**src/rtl/pause_flow_ctl.sv**
```systemverilog
module pause_flow_ctl #(
  parameter int WORD_W   = 32,
  parameter int QUANTA_W = 16
) (
  input  logic                clk,
  input  logic                rst_n,
  input  logic                reg_wr_en,
  input  logic [WORD_W-1:0]   reg_wr_data,
  output logic [WORD_W-1:0]   reg_rd_data,
  input  logic                fifo_thresh_hit,
  input  logic                desc_pause_flag,
  input  logic                rx_pause_valid,
  input  logic                rx_pause_low,
  input  logic [QUANTA_W-1:0] rx_pause_quanta,
  input  logic                quantum_tick,
  output logic                xoff_req_o,
  output logic                tx_hold_o
);
  localparam int BIT_XON   = 16;
  localparam int BIT_XOFF  = 17;
  localparam int BIT_FULL  = 18;
  localparam int BIT_PSD   = 19;
  localparam int BIT_PSDLO = 20;

  logic                xoff_latch;
  logic                paused, paused_low;
  logic [QUANTA_W-1:0] timer;

  wire xon_wr  = reg_wr_en & reg_wr_data[BIT_XON];
  wire xoff_wr = reg_wr_en & reg_wr_data[BIT_XOFF];
  wire nz_cmd  = rx_pause_valid & (rx_pause_quanta != '0);
  wire expire  = quantum_tick & (timer == QUANTA_W'(1));

  always_ff @(posedge clk or negedge rst_n)
    if (!rst_n)            xoff_latch <= 1'b0;
    else if (xon_wr)       xoff_latch <= 1'b0;
    else if (xoff_wr || desc_pause_flag) xoff_latch <= 1'b1;

  always_ff @(posedge clk or negedge rst_n)
    if (!rst_n) begin
      timer      <= '0;
      paused     <= 1'b0;
      paused_low <= 1'b0;
    end else if (rx_pause_valid) begin
      timer <= rx_pause_quanta;
      if (!nz_cmd) begin
        paused     <= 1'b0;
        paused_low <= 1'b0;
      end else if (rx_pause_low) begin
        paused_low <= 1'b1;
      end else begin
        paused     <= 1'b1;
        paused_low <= 1'b0;
      end
    end else if (quantum_tick && timer != '0) begin
      timer <= timer - 1'b1;
      if (expire) begin
        paused     <= 1'b0;
        paused_low <= 1'b0;
      end
    end

  assign xoff_req_o = fifo_thresh_hit | xoff_latch;
  assign tx_hold_o  = timer != '0;

  always_comb begin
    reg_rd_data            = '0;
    reg_rd_data[BIT_XOFF]  = xoff_latch;
    reg_rd_data[BIT_FULL]  = xoff_req_o;
    reg_rd_data[BIT_PSD]   = paused;
    reg_rd_data[BIT_PSDLO] = paused_low;
  end

  p_xoff_set_r2: assert property (@(posedge clk) disable iff (!rst_n)
    (xoff_wr && !xon_wr) |=> reg_rd_data[BIT_XOFF]);
  p_desc_set_r3: assert property (@(posedge clk) disable iff (!rst_n)
    (desc_pause_flag && !xon_wr) |=> reg_rd_data[BIT_XOFF]);
  p_xon_wins_r4: assert property (@(posedge clk) disable iff (!rst_n)
    xon_wr |=> !xoff_req_o || fifo_thresh_hit);
  p_paused_set_r7: assert property (@(posedge clk) disable iff (!rst_n)
    (nz_cmd && !rx_pause_low) |=> (paused && !paused_low && tx_hold_o));
  p_low_set_r8: assert property (@(posedge clk) disable iff (!rst_n)
    (nz_cmd && rx_pause_low) |=> (paused_low && $stable(paused)));
  p_zero_clear_r9: assert property (@(posedge clk) disable iff (!rst_n)
    (rx_pause_valid && !nz_cmd) |=> !(paused || paused_low || tx_hold_o));
  p_tick_dec_r10: assert property (@(posedge clk) disable iff (!rst_n)
    (quantum_tick && !rx_pause_valid && tx_hold_o) |=> timer == $past(timer) - 1'b1);
  p_flags_need_timer_r11: assert property (@(posedge clk) disable iff (!rst_n)
    (paused || paused_low) |-> tx_hold_o);
endmodule

```
**config.mk**
```make
export PLATFORM = sky130hd
export DESIGN_NAME = pause_flow_ctl
export DESIGN_NICKNAME = d
export VERILOG_FILES = /design/src/rtl/pause_flow_ctl.sv
export SDC_FILE = /design/constraint.sdc
export NUM_CORES = 1
export LEC_CHECK = 0
export BUFFER_PORTS_ARGS = -buffer_cell sky130_fd_sc_hd__buf_2
export CAP_MARGIN = 20
export CORE_UTILIZATION = 43
export DETAILED_ROUTE_END_ITERATION = 10
export MAX_ROUTING_LAYER = met4
export PLACE_DENSITY = 0.8
export SYNTH_ARGS = -nofsm -noshare
export SYNTH_HDL_FRONTEND = slang
export SYNTH_SLANG_ARGS = --single-unit
```
**constraint.sdc**
```tcl
create_clock -name clk -period 3 [get_ports clk]
set_input_delay 0.45 -clock clk [delete_from_list [all_inputs] [get_ports clk]]
set_output_delay 0.45 -clock clk [all_outputs]
set_load 0.1 [all_outputs]
```
==> summary.txt, run 1 <==
Outcome
  • Outcome: finished clean

Timing
  • Final setup vio count: 0
  • Final hold slack: 0.0763 ns
  • Slew Limit Headroom: roughly three fifths
  • Hold Violations, Final: 0
  • Slew Limit Fails: 0
  • Worst-Margin Slew: 0.609 ns
  • Final period util: between 90 and 100%
  • FMAX: 368 MHz
  • Unrepaired setup endpoints after global routing: no
  • Final setup TNS: 0 ns
  • Clock period minus worst slack: between 2 and 3 ns
  • Clock skew: around 0.0054 ns

Setup path
  • CP Max Fanout: 9
  • Required time of the critical path: about 2.6 ns
  • Crit path cell chain: inv_1, ha_1, nor3b_1, buf_4, and4_1, inv_1, buf_2
  • Max stage delay on crit path: 0.44 ns
  • Worst flop-to-flop path endpoint: timer[14]$_DFFE_PN0P_
  • Slowest library cell on the worst path: dfrtp_1
  • Reg2reg start: timer[8]$_DFFE_PN0P_
  • Reg2reg setup slack: 0.75 ns
  • Worst setup SP type: flop
  • Crit path DAT: about 2.3 ns
  • Path depth of the worst reg2reg path: 4
  • Kind of critical path: flop to output pin
  • CP startpoint: timer[0]$_DFFE_PN0P_
  • CP Capture Point: tx_hold_o
  • CP endpoint kind: output pin
  • Most frequent CP cell: inv_1

Routing
  • Initial DRC count: 72
  • DRT Pass-1 Iters: 4
  • Post-route ant nets: 0
  • Post-route DRC: 0
  • Final WL: approximately 2900 um
  • Avg WL per Cell: roughly 12 um
  • Vias: 1290
  • Vias per cell: between 5 and 6

Power and ir drop
  • Maximum vdd drop: 0.213 mV
  • Pwr Total: approximately 0.00074 W
  • Lkg Pwr: roughly 0.66 nW
  • P per Cell Area: 486 mW/mm^2

Clock network
  • H-tree depth: 1
  • Post-CTS setup buffer count: 0
  • CTS buffer count: 3
  • Cts repair resizes: 0
  • Post-CTS Hold Buffers: 0
  • CTS tree: built
  • Total clock sinks: 19
  • Clock Pin Slew Worst Setup and Hold Paths: 0.11 ns
  • Root Driver: clkbuf_4
  • Worst-Skew Late Latency: about 0.30 ns
  • Clk buf depth: 2

Placed design
  • PortBufs: 31
  • GP Congestion: 0.797
  • Placed insts: 236
  • Post-DP HPWL: 2230 um

Global route
  • Initial antenna violation count: 0
  • Gr ovfl total: 0
  • GR Layer Usage met1: between 20% and 30%
  • M2 GR Usage: 28.3%
  • GR Layer Usage met3: 4.48%
  • Largest net degree at the start of global routing: 23
  • First-pass GRT wire length: 4580 um
  • Vias in the first global route: 1018
  • GRT Total Usage: 17.4%
  • GR peak layer: met2

Synth
  • Yosys warnings: 0
  • FFs w/ async S/R, synth: 100%
  • Post-Syn Area: 0.00147 mm^2
  • Leading area contributor after synthesis: dfrtp_1
  • Synth cell types: 44
  • Post-synthesis sequential area ratio: 32.3%
  • EDFF count, synth: 0
  • Top cells by area, synth: dfrtp_1 32%, buf_4 16%, or4_1 4.1%, nor4_1 3.8%, a31oi_1 3.4%
  • Cells after Synth: 172
  • Avg Synthesized Cell Area: between 8 and 9 um^2
  • Synth Register Bits: 19
  • Most used DFF post-synth: dfrtp_1
  • Top cell type's share of synthesized area: about a third

Die
  • Core Box Area: roughly 0.0032 mm^2
  • I/O Pins: 90
  • Die area: roughly 0.0037 mm^2
  • Die Span Y: 60.5 um
  • Initial core utilization: 46.7%
  • # rows: 20
  • Die W: 60.5 um

Final layout
  • Commonest cells after routing, fill and taps aside: 31 x buf_2, 28 x conb_1, 19 x dfrtp_1
  • Commonest non-fill, non-tap cell in the layout: buf_2
  • Layout overhead on the synthesized area: 3.91%
  • Ant. Diodes: 0
  • Nets: 255
  • Layout cells sized above 1: 22.4%
  • Post-Layout Cell Count: 240
  • Layout Utilization: between 40 and 50%

Worst hold path
  • Hold WC Path Type: primary input to async pin

Flow run
  • Total of max-cap violations: 0
==> metrics by stage <==
step / setup WS (ns) / area [um^2]
after floorplan: 0.503 / 1570
after global placement: 0.667 / 1500
after detailed placement: 0.640 / 1500
after CTS: 0.277 / 1530
after global routing: 0.123 / 1530
final: 0.281 / 1530
==> synthesized netlist by cell type (2+ instances only) <==
cell,n
a211oi_1,2
a21oi_1,3
a31oi_1,8
buf_4,32
clkbuf_1,3
clkbuf_8,2
dfrtp_1,19
ha_1,2
inv_1,7
nand2_1,9
nand3_1,8
nand4_1,3
nand4b_1,2
nor2_1,12
nor3_1,2
nor4_1,9
o211ai_1,2
o21ai_0,5
o31ai_1,6
or2_2,2
or3_2,2
or4_1,8
or4_2,3
==> worst max-delay path, delay by kind of cell (launching register included) <==
family	cells	cell delay, ns
buf+inv	4	0.76
simple gates	2	0.56
flops	1	0.44
fa+ha+maj	1	0.20
==> report_power, final <==
part / switching (W) / leakage, nW / internal [W]
Clock: 0.0000792 / 0.0150 / 0.0000519
Combinational: 0.000251 / 0.424 / 0.0000507
Sequential: 0.0000298 / 0.220 / 0.000281
==> metal layers <==
metal	vias to the layer above	share of wire [%]
li1	637	-
met2	59	46
met5	-	0
met4	0	0.61
met3	2	9.0
met1	592	44
==> layout make-up <==
| type | count | area, um^2 |
|---|---|---|
| well taps | 44 | 55.1 |
| inverters | 7 | 26.3 |
| repair buffers | 32 | 163 |
| fillers | 331 | 1620 |
| clock buffers | 4 | 26.3 |
| multi-input cells | 134 | 783 |
| flip-flops and latches | 19 | 475 |
==> registers in the layout, indices dropped and copies added (netlist names) <==
signal and count:
xoff_latch 1, paused 1, timer 16, paused_low 1
==> worst min path at each step <==
stage | from | endpoint | slack [ns] | cells after the start
6_report | rst_n | timer[10]$_DFFE_PN0P_ | 0.08 | 1
5_1_grt | rst_n | timer[2]$_DFFE_PN0P_ | 0.1 | 1
4_1_cts | rst_n | timer[10]$_DFFE_PN0P_ | 0.09 | 1
3_5_place_dp | rst_n | timer[12]$_DFFE_PN0P_ | 0.43 | 1
3_3_place_gp | rst_n | timer[11]$_DFFE_PN0P_ | 0.42 | 1
2_1_floorplan | rst_n | paused$_DFFE_PN0P_ | 0.15 | 0
==> cells by family (layout without fill, tap and decap cells) <==
logic type / count (synthesis) / after routing / share of synthesized area (%)
and+or+nand+nor: 68 / 68 / 27.2
buffers and inverters: 46 / 43 / 21.3
AOI/OAI and AO/OA: 36 / 36 / 17.2
DFF: 19 / 19 / 32.3
adders and majority gates: 2 / 2 / 1.70
other: 1 / 28 / 0.255
Power figures use the tool's default switching activity.
==> inputs of run 2 (changes only) <==
Settings changed: CELL_PAD_IN_SITES_DETAIL_PLACEMENT from default to 1, CELL_PAD_IN_SITES_GLOBAL_PLACEMENT from default to 1, CORE_UTILIZATION 43 to 30, PLACE_DENSITY 0.8 to default, PLACE_DENSITY_LB_ADDON from default to 0.1, REMOVE_ABC_BUFFERS from default to 1, SKIP_LAST_GASP from default to 1.
==> summary.txt, run 2 (synthesis results as in run 1) <==
Setup path
  • CP endpoint kind: output pin
  • Max stage delay on crit path: 0.46 ns (+0.02 ns)
  • Required time of the critical path: 2.55 ns (about the same)
  • Worst setup SP type: flop
  • Crit path DAT: 2.13 ns (-0.14 ns)
  • Crit-path leading delay family: buffers and inverters
  • Kind of critical path: flop to output pin
  • Slowest library cell on the worst path: buf_2
  • Crit path cell chain: inv_1, ha_1, nor3b_1, buf_4, and4_1, inv_1, buf_2
  • CP Max Fanout: 6 (-3)
  • Worst path bufs/invs: 4 (unchanged)
  • Most frequent CP cell: inv_1

Final layout
  • Layout overhead on the synthesized area: 7.74%
  • Ant. Diodes: 0 (unchanged)
  • Layout cells sized above 1: 23.4% (+0.90 points)
  • # fillers: 577 (+74%)
  • Largest register FFs: 16 (unchanged)
  • Nets: 256 (+0.39%)
  • Commonest non-fill, non-tap cell in the layout: buf_2
  • Layout Utilization: 33.6% (-15 points)
  • Commonest cells after routing, fill and taps aside: 31 x buf_2, 28 x conb_1, 19 x dfrtp_1
  • Largest register by flop count: timer

Routing
  • Avg WL per Cell: 14.3 um (+17%)
  • Final WL: 3770 um (+29%)
  • Metal3 WL: 211 um (-20%)
  • Initial DRC count: 63 (-13%)
  • Vias per cell: 5.01 (-6.8%)
  • Max layer used: met4
  • DRT Pass-1 Iters: 4 (unchanged)
  • Vias: 1323 (+2.6%)
  • Post-Route M1 WL: 1760 um (+36%)
  • Met2 WL post-DR: 1780 um (+32%)
  • Post-route DRC: 0 (unchanged)
  • Post-route ant nets: 0 (unchanged)

Power and ir drop
  • Lkg Pwr: 0.675 nW (+2.4%)
  • Comb power frac: 38.1% (-2.5 points)
  • Switching power: 0.000378 W (+4.9%)
  • Reg power frac: 38.9% (-2.9 points)
  • Sw Share: 47.1% (-1.3 points)
  • Int Power: 0.000425 W (+11%)
  • Clock share of power: 22.9% (+5.3 points)
  • Maximum vdd drop: 0.248 mV (+17%)
  • P per Cell Area: 506 mW/mm^2 (+4.1%)

Timing
  • Unrepaired setup endpoints after global routing: no
  • Hold Violations, Final: 0 (unchanged)
  • Clock skew: 0.00575 ns (+0.000389 ns)
  • Worst-Margin Slew: 0.683 ns (+0.0735 ns)
  • Final period util: 85.9% (-4.7 points)
  • Final setup vio count: 0 (unchanged)
  • FMAX: 388 MHz (+5.5%)
  • Slew Limit Headroom: 54.1% (-4.9 points)
  • Final setup TNS: 0 ns (unchanged)
  • Slew Limit Fails: 0 (unchanged)
  • Clock period minus worst slack: 2.58 ns (-0.141 ns)

Clock network
  • Cts repair resizes: 0 (unchanged)
  • Clk buf depth: 2 (unchanged)
  • Clock Pin Slew Worst Setup and Hold Paths: 0.08 ns (-0.03 ns)
  • Worst-Skew Late Latency: 0.26 ns (-0.04 ns)
  • Post-CTS Hold Buffers: 0 (unchanged)
  • Root Driver: clkbuf_8
  • CTS tree: built
  • Total clock sinks: 19 (unchanged)
  • Post-CTS setup buffer count: 0 (unchanged)
  • CTS buffer count: 3 (unchanged)
  • H-tree depth: 1 (unchanged)

Die
  • Initial core utilization: 31.2% (-16 points)
  • Die area: 0.00519 mm^2 (+42%)
  • Core Box Area: 0.00472 mm^2 (+50%)
  • I/O Pins: 90 (unchanged)
  • Die W: 72.0 um (+19%)
  • # rows: 25 (+25%)
  • Die Span Y: 72.0 um (+19%)

Placed design
  • Post-DP HPWL: 2850 um (+28%)
  • GP Congestion: 0.774 (-2.9%)
  • PortBufs: 31 (unchanged)

Worst hold path
  • Hold WC Path Type: primary input to async pin

Outcome
  • Outcome: finished clean

Global route
  • Largest net degree at the start of global routing: 23 (unchanged)
  • First-pass GRT wire length: 6220 um (+36%)
  • Vias in the first global route: 1271 (+25%)
  • Initial antenna violation count: 0 (unchanged)
  • Gr ovfl total: 0 (unchanged)
  • GRT Total Usage: 15.8% (-1.6 points)

Flow run
  • Total of max-cap violations: 0 (unchanged)
run 2: cell type report:
class                   count  area (um^2)  area share (%)
well taps                  67         83.8            5.29
clock buffers               3         41.3            2.60
multi-input cells         134          783            49.4
clock inverters             1         5.00           0.316
inverters                   7         26.3            1.66
repair buffers             33          170            10.7
flip-flops and latches     19          475            30.0
run 2: layer usage:
metal / vias up / track usage, %
met4: 0 / 2.18
met1: 629 / 20.0
met3: 2 / 3.61
met2: 56 / 26.4
met5: - / -
li1: 636 / -
run 2: worst paths after layout:
path	startpoint	end	slack, ns	cells after the start
max	timer[0]$_DFFE_PN0P_	tx_hold_o	0.42	7
min	rst_n	timer[1]$_DFFE_PN0P_	0.14	1
max reg2reg	timer[2]$_DFFE_PN0P_	timer[9]$_DFFE_PN0P_	0.65	4
min reg2reg	paused_low$_DFFE_PN0P_	paused_low$_DFFE_PN0P_	0.50	1
max in group asynchronous	rst_n	timer[3]$_DFFE_PN0P_	2.53	1
min in group clk	reg_wr_data[16]	xoff_latch$_DFFE_PN0P_	0.36	2
run 2: stage by stage:
stage	worst slack, ns	cells	hold slack, ns	instance area (um^2)	power (W)
4_1_cts	0.419	264	0.161	1590	0.000814
5_1_grt	0.281	264	0.161	1590	0.000849
3_5_place_dp	0.682	260	0.449	1540	0.000623
3_3_place_gp	0.733	260	0.439	1540	0.000618
2_1_floorplan	0.601	160	0.154	1280	0.000561
6_report	0.422	264	0.140	1590	0.000802
run 2: power by group through the flow:
stage	registers [W]	logic, W	clock network, W
after CTS	0.000312	0.000307	0.000195
final	0.000312	0.000306	0.000184
after global placement	0.000315	0.000302	0
after global routing	0.000317	0.000324	0.000207
after detailed placement	0.000317	0.000307	0
after floorplan	0.000335	0.000225	0
run 2: worst reg2reg max path, stage by stage, from the launching register on:
cell and delay (ns):
dfrtp_1 0.45, nor4_1 0.64, nand3_1 0.36, or4_2 0.62, a31oi_1 0.20
==> inputs of run 3 (changes only) <==
Settings changed: REMOVE_ABC_BUFFERS 1 to default.
==> summary.txt, run 3 (synthesis results as in run 1) <==
Clock network
  • Total clock sinks: 19 (unchanged)
  • CTS buffer count: 3 (unchanged)
  • Post-CTS setup buffer count: 0 (unchanged)
  • Root Driver: clkbuf_8
  • Post-CTS Hold Buffers: 0 (unchanged)
  • Clock Pin Slew Worst Setup and Hold Paths: 0.08 ns (about the same)
  • Worst-Skew Late Latency: 0.26 ns (about the same)
  • H-tree depth: 1 (unchanged)
  • Cts repair resizes: 0 (unchanged)
  • CTS tree: built
  • Clk buf depth: 2 (unchanged)

Final layout
  • Layout overhead on the synthesized area: 7.65% (about the same)
  • Layout cells sized above 1: 22.8% (-0.51 points)
  • Commonest non-fill, non-tap cell in the layout: buf_2
  • Post-Layout Cell Count: 264 (unchanged)
  • Largest register FFs: 16 (unchanged)
  • Nets: 256 (unchanged)
  • Largest register by flop count: timer
  • Commonest cells after routing, fill and taps aside: 31 x buf_2, 28 x conb_1, 19 x dfrtp_1
  • Area occupied by multi-input gates: 783 um^2 (unchanged)
  • Design Area, Final: 0.00158 mm^2 (about the same)
  • Storage cell area: 475 um^2 (unchanged)
  • Ant. Diodes: 0 (unchanged)
  • # fillers: 589 (+2.1%)

Routing
  • Vias: 1321 (-0.15%)
  • Final WL: 3900 um (+3.6%)
  • Post-Route M1 WL: 1680 um (-4.4%)
  • Avg WL per Cell: 14.8 um (+3.6%)
  • Initial DRC count: 22 (-65%)
  • Met2 WL post-DR: 2090 um (+17%)
  • Metal3 WL: 106 um (-50%)
  • Post-route DRC: 0 (unchanged)
  • Post-route ant nets: 0 (unchanged)
  • Max layer used: met4
  • Vias per cell: 5.00 (-0.15%)
  • DRT Pass-1 Iters: 4 (unchanged)

Global route
  • Vias in the first global route: 1312 (+3.2%)
  • First-pass GRT wire length: 6560 um (+5.4%)
  • Initial antenna violation count: 0 (unchanged)
  • Largest net degree at the start of global routing: 23 (unchanged)
  • Gr ovfl total: 0 (unchanged)
  • GRT Total Usage: 16.8% (+0.99 points)

Setup path
  • Worst setup SP type: flop
  • Slowest library cell on the worst path: buf_2
  • Max stage delay on crit path: 0.47 ns (about the same)
  • Crit path cell chain: inv_1, ha_1, nor3b_1, buf_4, and4_1, inv_1, buf_2
  • Worst path bufs/invs: 4 (unchanged)
  • Crit path DAT: 2.15 ns (+0.02 ns)
  • CP Max Fanout: 6 (unchanged)
  • Required time of the critical path: 2.55 ns (about the same)
  • Most frequent CP cell: inv_1
  • Crit-path leading delay family: buffers and inverters
  • Kind of critical path: flop to output pin
  • CP endpoint kind: output pin

Outcome
  • Outcome: finished clean

Die
  • Core Box Area: 0.00472 mm^2 (unchanged)
  • Die area: 0.00519 mm^2 (unchanged)
  • I/O Pins: 90 (unchanged)
  • Initial core utilization: 31.2% (unchanged)
  • Die Span Y: 72.0 um (unchanged)
  • # rows: 25 (unchanged)
  • Die W: 72.0 um (unchanged)

Timing
  • Clock period minus worst slack: 2.60 ns (+0.0211 ns)
  • Worst-Margin Slew: 0.723 ns (+0.0405 ns)
  • FMAX: 385 MHz (-0.81%)
  • Final setup TNS: 0 ns (unchanged)
  • Hold Violations, Final: 0 (unchanged)
  • Clock skew: 0.00305 ns (-0.00270 ns)
  • Slew Limit Fails: 0 (unchanged)
  • Slew Limit Headroom: 51.3% (-2.8 points)
  • Final period util: 86.6% (+0.70 points)
  • Final setup vio count: 0 (unchanged)
  • Unrepaired setup endpoints after global routing: no

Power and ir drop
  • Maximum vdd drop: 0.149 mV (-40%)
  • P per Cell Area: 509 mW/mm^2 (+0.63%)
  • Lkg Pwr: 0.672 nW (-0.40%)

Placed design
  • Placed insts: 260 (unchanged)
  • PortBufs: 31 (unchanged)
  • GP Congestion: 0.743 (-4.0%)
  • Placed cell area: 0.00154 mm^2 (unchanged)
  • Post-DP HPWL: 2940 um (+3.1%)

Worst hold path
  • Hold WC Path Type: primary input to async pin

Flow run
  • Total of max-cap violations: 0 (unchanged)
[run 3: routing by layer]
layer / vias up / track usage [%]
met4: 0 / 2.61
met5: - / -
li1: 633 / -
met2: 23 / 29.8
met3: 2 / 3.47
met1: 663 / 19.9
[run 3: path summary, 6_finish.rpt]
check / start / endpoint / slack, ns / cells after the start
max: timer[0]$_DFFE_PN0P_ / tx_hold_o / 0.40 / 7
min: rst_n / timer[10]$_DFFE_PN0P_ / 0.14 / 1
max reg2reg: timer[0]$_DFFE_PN0P_ / timer[9]$_DFFE_PN0P_ / 0.71 / 6
min reg2reg: paused_low$_DFFE_PN0P_ / paused_low$_DFFE_PN0P_ / 0.50 / 1
max in group asynchronous: rst_n / paused_low$_DFFE_PN0P_ / 2.53 / 1
min in group clk: reg_wr_data[16] / xoff_latch$_DFFE_PN0P_ / 0.36 / 2
[run 3: worst register-to-register path, cell delays in order, from the launching register on]
cell and delay [ns]:
dfrtp_1 0.43, inv_1 0.10, ha_1 0.20, or3b_2 0.52, nor3_1 0.58, or4_2 0.23
a31oi_1 0.07
[run 3: area by class of cell]
class	count	area share, %
flip-flops and latches	19	30.0
inverters	7	1.66
clock buffers	4	2.84
repair buffers	33	10.7
well taps	67	5.29
multi-input cells	134	49.4
[run 3: stage by stage]
step / hold slack [ns] / util, % / total power, W / worst slack [ns]
2_1_floorplan: 0.154 / - / 0.000605 / 0.503
3_3_place_gp: 0.446 / 32.6 / 0.000618 / 0.705
3_5_place_dp: 0.443 / 32.6 / 0.000623 / 0.699
4_1_cts: 0.156 / 33.5 / 0.000818 / 0.394
5_1_grt: 0.164 / 33.5 / 0.000853 / 0.269
6_report: 0.144 / 33.5 / 0.000807 / 0.401
[run 3: where the power goes]
| part | total [W] | internal [W] | switching (W) |
|---|---|---|---|
| combinational | 0.000307 | 0.0000511 | 0.000256 |
| clock | 0.000189 | 0.0000946 | 0.0000940 |
| sequential | 0.000311 | 0.000281 | 0.0000298 |
| total | 0.000807 | 0.000427 | 0.000380 |
